$ cat src/rtl/ir_carrier_pkg.sv
package ir_carrier_pkg;

  // Strobes from the phase control to the counting datapath.
  typedef struct packed {
    logic restart;     // carrier idle: rearm a fresh high phase
    logic flip;        // phase boundary: switch phase and reload length
    logic step;        // advance the phase counter
    logic leavingHigh; // the phase now ending is a high phase
    logic driveHigh;   // pin level to launch on this edge
  } carCtl_t;

endpackage

$ cat src/rtl/ir_carrier_ctrl.sv
module ir_carrier_ctrl
  import ir_carrier_pkg::*;
(
  input  logic    clk,
  input  logic    rstN,
  input  logic    outLatch,
  input  logic    carrierFlag,
  input  logic    phaseDone,
  output carCtl_t ctl
);

  logic phaseHigh;
  logic carrierMode;

  assign carrierMode = outLatch & carrierFlag;

  always_comb begin
    ctl.restart     = ~carrierMode;
    ctl.flip        = carrierMode & phaseDone;
    ctl.step        = carrierMode & ~phaseDone;
    ctl.leavingHigh = phaseHigh;
    ctl.driveHigh   = outLatch & (~carrierFlag | phaseHigh);
  end

  // Phase register: held at high while idle so entry always begins high.
  always_ff @(posedge clk or negedge rstN) begin
    if (!rstN) begin
      phaseHigh <= 1'b1;
    end else if (ctl.restart) begin
      phaseHigh <= 1'b1;
    end else if (ctl.flip) begin
      phaseHigh <= ~phaseHigh;
    end
  end

endmodule

$ cat src/rtl/ir_carrier_dp.sv
module ir_carrier_dp
  import ir_carrier_pkg::*;
#(
  parameter int CNT_W = 8,
  parameter int NIB_W = 4,
  localparam int NIBS  = CNT_W / NIB_W,
  localparam int IDX_W = $clog2(NIBS),
  localparam int SEL_W = IDX_W + 1
) (
  input  logic             clk,
  input  logic             rstN,
  input  logic             wrEn,
  input  logic [SEL_W-1:0] wrSel,
  input  logic [NIB_W-1:0] wrData,
  input  carCtl_t          ctl,
  output logic             phaseDone,
  output logic             txOut
);

  logic [NIBS-1:0][NIB_W-1:0] hiNib;
  logic [NIBS-1:0][NIB_W-1:0] loNib;
  logic [CNT_W-1:0]           hiCount;
  logic [CNT_W-1:0]           loCount;
  logic [CNT_W-1:0]           phaseCnt;
  logic [CNT_W-1:0]           phaseLen;
  logic                       pickHigh;
  logic [IDX_W-1:0]           nibIdx;

  assign pickHigh = wrSel[SEL_W-1];
  assign nibIdx   = wrSel[IDX_W-1:0];
  assign hiCount  = hiNib;
  assign loCount  = loNib;

  // Staging count registers, written one nibble at a time.
  always_ff @(posedge clk or negedge rstN) begin
    if (!rstN) begin
      hiNib <= '0;
      loNib <= '0;
    end else if (wrEn) begin
      for (int n = 0; n < NIBS; n++) begin
        if (nibIdx == IDX_W'(n)) begin
          if (pickHigh) hiNib[n] <= wrData;
          else          loNib[n] <= wrData;
        end
      end
    end
  end

  assign phaseDone = (phaseCnt == phaseLen);

  // Phase counter; the length is captured only at a boundary or while idle.
  always_ff @(posedge clk or negedge rstN) begin
    if (!rstN) begin
      phaseCnt <= '0;
      phaseLen <= '0;
    end else if (ctl.restart) begin
      phaseCnt <= '0;
      phaseLen <= hiCount;
    end else if (ctl.flip) begin
      phaseCnt <= '0;
      phaseLen <= ctl.leavingHigh ? loCount : hiCount;
    end else if (ctl.step) begin
      phaseCnt <= phaseCnt + CNT_W'(1);
    end
  end

  always_ff @(posedge clk or negedge rstN) begin
    if (!rstN) txOut <= 1'b0;
    else       txOut <= ctl.driveHigh;
  end

endmodule

$ cat src/rtl/ir_carrier_tx.sv
module ir_carrier_tx
  import ir_carrier_pkg::*;
#(
  parameter int CNT_W = 8,
  parameter int NIB_W = 4,
  localparam int NIBS  = CNT_W / NIB_W,
  localparam int SEL_W = $clog2(NIBS) + 1
) (
  input  logic             clk,
  input  logic             rstN,
  input  logic             wrEn,
  input  logic [SEL_W-1:0] wrSel,
  input  logic [NIB_W-1:0] wrData,
  input  logic             outLatch,
  input  logic             carrierFlag,
  output logic             txOut
);

  carCtl_t ctl;
  logic    phaseDone;

  ir_carrier_ctrl u_ctrl (
    .clk         (clk),
    .rstN        (rstN),
    .outLatch    (outLatch),
    .carrierFlag (carrierFlag),
    .phaseDone   (phaseDone),
    .ctl         (ctl)
  );

  ir_carrier_dp #(.CNT_W(CNT_W), .NIB_W(NIB_W)) u_dp (
    .clk       (clk),
    .rstN      (rstN),
    .wrEn      (wrEn),
    .wrSel     (wrSel),
    .wrData    (wrData),
    .ctl       (ctl),
    .phaseDone (phaseDone),
    .txOut     (txOut)
  );

endmodule

$ cat config.mk
export PLATFORM = sky130hd
export DESIGN_NAME = ir_carrier_tx
export DESIGN_NICKNAME = d
export VERILOG_FILES = /design/src/rtl/ir_carrier_pkg.sv /design/src/rtl/ir_carrier_ctrl.sv /design/src/rtl/ir_carrier_dp.sv /design/src/rtl/ir_carrier_tx.sv
export SDC_FILE = /design/constraint.sdc
export NUM_CORES = 1
export LEC_CHECK = 0
export ABC_AREA = 1
export ABC_CLOCK_PERIOD_IN_PS = 4500
export BUFFER_PORTS_ARGS = -buffer_cell sky130_fd_sc_hd__buf_2
export CAP_MARGIN = 20
export CORE_ASPECT_RATIO = 1.2
export CORE_MARGIN = 4
export CORE_UTILIZATION = 56
export CTS_BUF_LIST = sky130_fd_sc_hd__clkbuf_2 sky130_fd_sc_hd__clkbuf_4 sky130_fd_sc_hd__clkbuf_8
export DETAILED_ROUTE_END_ITERATION = 7
export GPL_ROUTABILITY_DRIVEN = 0
export GPL_TIMING_DRIVEN = 0
export PLACE_DENSITY = 0.83
export SYNTH_ARGS = -nofsm -noshare
export SYNTH_HDL_FRONTEND = slang
export SYNTH_SLANG_ARGS = --single-unit
$ cat constraint.sdc
create_clock -name clk -period 4.5 [get_ports clk]
set_clock_uncertainty 0.2 [all_clocks]
set_input_delay 0.225 -clock clk [delete_from_list [all_inputs] [get_ports clk]]
set_output_delay 0.225 -clock clk [all_outputs]
set_load 0.05 [all_outputs]
==> results.md <==
- Area after DPL: 1720 sq um
- Die Ht: 66.9 um
- Final WL: 2.86 mm
- Commonest cells after routing, fill and taps aside: 77 x nand2_1, 33 x dfrtp_1, 19 x inv_1, 16 x nand3_1, 16 x o21ai_0
- Layout cell share with drive strength beyond 1: 15.4%
- Worst endpoint required time: 4540 ps
- Post-layout min period: 1590 ps
- Ys Warns: 0
- Post-route ant nets: 0
- CP cell instances: inv_1 > nor2_2 > inv_2 > nand2_1 > nand2_1 > nand2_2 > nand2_1
- Mean number of vias per cell: 5.01
- Post-Place Worst Slack: 2900 ps
- Largest stage delay on the critical path: 530 ps
- I/O Buffers: 11
- Period utilization: 35.3%
- Total GRT Usage: 17.9%
- Buf/Inv on CP: 2
- Hold Path Class: in2reg
- Internal: 480 uW
- RSZ-0062 raised after global routing: false
- Number of distinct library cells after synthesis: 20
- Slowest-stage cell, CP: dfstp_2
- Worst-margin pin slew: 748 ps
- Gate power share: 18.5%
- DRT iter0 DRCs: 26
- #FFs+latches synth: 34
- N_diodes: 0
- Synthesized area per cell: 8.18 sq um
- Cell Area, Synth: 1620 sq um
- Final setup viols: 0
- CTS resizes: 0
- Seq/Total Area, Yosys: 52.6%
- First-pass GRT wire length: 5.16 mm
- Hold buffer count at cts: 4
- Seq pwr share: 55.3%
- Setup CP Type: reg2reg
- Worst-Skew Late Latency: 350 ps
- Post-Layout Cell Count: 255
- DR vias: 1278
- IO Pins: 12
- GR Overflow Total: 0
- Worst Path Max Fanout: 10
- Clock Path Buffers: 2
- CP Launch Type: flop
- Crit-path most repeated cell: nand2_1
- CTS tree: yes
- Drt wl/cell: 11.2 um
- Setup_tns: 0 ps
- H-tree levels: 2
- CP delay by family, top: simple AND/OR/NAND/NOR gates
- Post-CTS Repair Setup Buffers: 0
- Final instance area: 1820 sq um
- DP HPWL: 2.07 mm
- Initial antenna violation count: 0
- Clk slew on worst S/H paths: 100 ps
- Cell count after placement: 243
- Final Hold Viols: 0
- Largest net degree at the start of global routing: 35
- CP endpoint kind: flop
- Die Area: 3820 sq um
- CTS sink count: 34
- Switching power: 195 uW
- Leak pwr: 0.000973 uW
- NumNets Final: 232
- CP Data Arrival Time: 1630 ps
- Vias in the first global route: 1244
- Max Cap Viol: 0
- DRC: 0
- DIE WIDTH: 57.1 um
- Most common cell after layout, fill and taps aside: nand2_1
- Cell row count: 21
- Worst VDD drop: 0.286 mV
- Slew margin rel.: 50.1%
- Root Driver: clkbuf_4
- DR pass1 iterations: 4
- Starting Density: 58.1%
- Final Max Slew Viols: 0
- Synth Instances: 198
- Status: completed
- CTS Buf Count: 5
- Power share of the clock group: 26.2%
- Switching power share of the total: 28.9%
- Mapped Nets: 210
- Final setup margin: 2910 ps
- Power per Cell Area: 372 nW/um^2
- Fmax: 630 MHz
- Core Box Area: 2790 sq um
- Area Growth Syn to Fin: 12.2%
## power groups by stage
stage | clock network [uW] | logic [uW] | registers [uW]
finish | 177 | 125 | 373
CTS | 182 | 127 | 373
detailed placement | 0 | 123 | 379
floorplan | 0 | 92.4 | 376
global route | 196 | 145 | 379
global placement | 0 | 118 | 377
## flip-flops by register name, indices dropped and copies added, names as in the netlist
signal and count:
u_dp.phaseLen 8, u_dp.txOut 1, u_dp.hiCount 8, u_dp.phaseCnt 8
u_dp.loCount 8, u_ctrl.phaseHigh 1
## through the flow
stage                     total power (uW)  utilization [%]  hold WS [ps]
after global routing                   720             65.2          19.5
after global placement                 495             61.6           122
after floorplan                        468                -          -271
after CTS                              682             65.2          8.81
final                                  675             65.2          10.1
after detailed placement               502             61.6           131
## area by class of cell
cell class	instances	area, sq um
plain buffers	3	32.5
clock buffers	8	60.1
fillers	260	968
inverters	20	75.1
multi-input cells	141	659
flip-flops and latches	34	852
well taps	34	42.5
repair buffers	15	95.1
## kinds of logic after synthesis
logic type	synth area share [%]
buffers and inverters	6.65
DFF	52.6
and+or+nand+nor	29.8
adders and majority gates	0.773
AOI/OAI and AO/OA	5.87
xor gates and xnor gates	4.33
## synth_stat cells
library cell | n | share of area [%]
o21bai_1 | 1 | 0.46
dfrtp_1 | 33 | 51
nand3_1 | 16 | 4.9
nand2_2 | 6 | 2.3
dfstp_2 | 1 | 1.6
ha_1 | 1 | 0.77
nand3b_1 | 1 | 0.46
inv_1 | 19 | 4.4
inv_2 | 1 | 0.23
o21ai_0 | 16 | 4.9
xnor2_1 | 6 | 3.2
buf_4 | 1 | 0.46
nor2_1 | 10 | 2.3
buf_2 | 1 | 0.31
xor2_1 | 2 | 1.1
nand2_1 | 77 | 18
buf_12 | 1 | 1.2
nand2_4 | 1 | 0.70
nor2_2 | 3 | 1.2
a21boi_0 | 1 | 0.46
## final timing paths
kind / startpoint / endpoint / slack, ps / cells after the start
hold reg to reg: u_dp.loCount[6]$_DFFE_PN0P_ / u_dp.loCount[6]$_DFFE_PN0P_ / 290 / 2
setup reg to reg: u_ctrl.phaseHigh$_DFFE_PN1P_ / u_dp.phaseLen[3]$_DFFE_PN0P_ / 2910 / 7
setup / recovery: u_ctrl.phaseHigh$_DFFE_PN1P_ / u_dp.phaseLen[3]$_DFFE_PN0P_ / 2910 / 7
min in group asynchronous: rstN / u_dp.phaseCnt[3]$_DFFE_PN0P_ / 270 / 2
hold / removal: wrData[1] / u_dp.hiCount[5]$_DFFE_PN0P_ / 10 / 3
max in group asynchronous: rstN / u_dp.hiCount[2]$_DFFE_PN0P_ / 3340 / 2
## worst register-to-register path, stage by stage (launching register included)
cell,delay (ps)
dfstp_2,530
inv_1,50
nor2_2,320
inv_2,160
nand2_1,90
nand2_1,60
nand2_2,60
nand2_1,40
## metal layers
metal  vias to the layer above  routed length [um]  GRT usage [%]
met5                         -                   0              0
met4                         0                  32           6.96
met3                         4                 119           6.59
met2                        14                1530           33.6
met1                       597                1180           17.7
li1                        663                   -              -
Note: power is estimated with default switching activity, not from simulation.
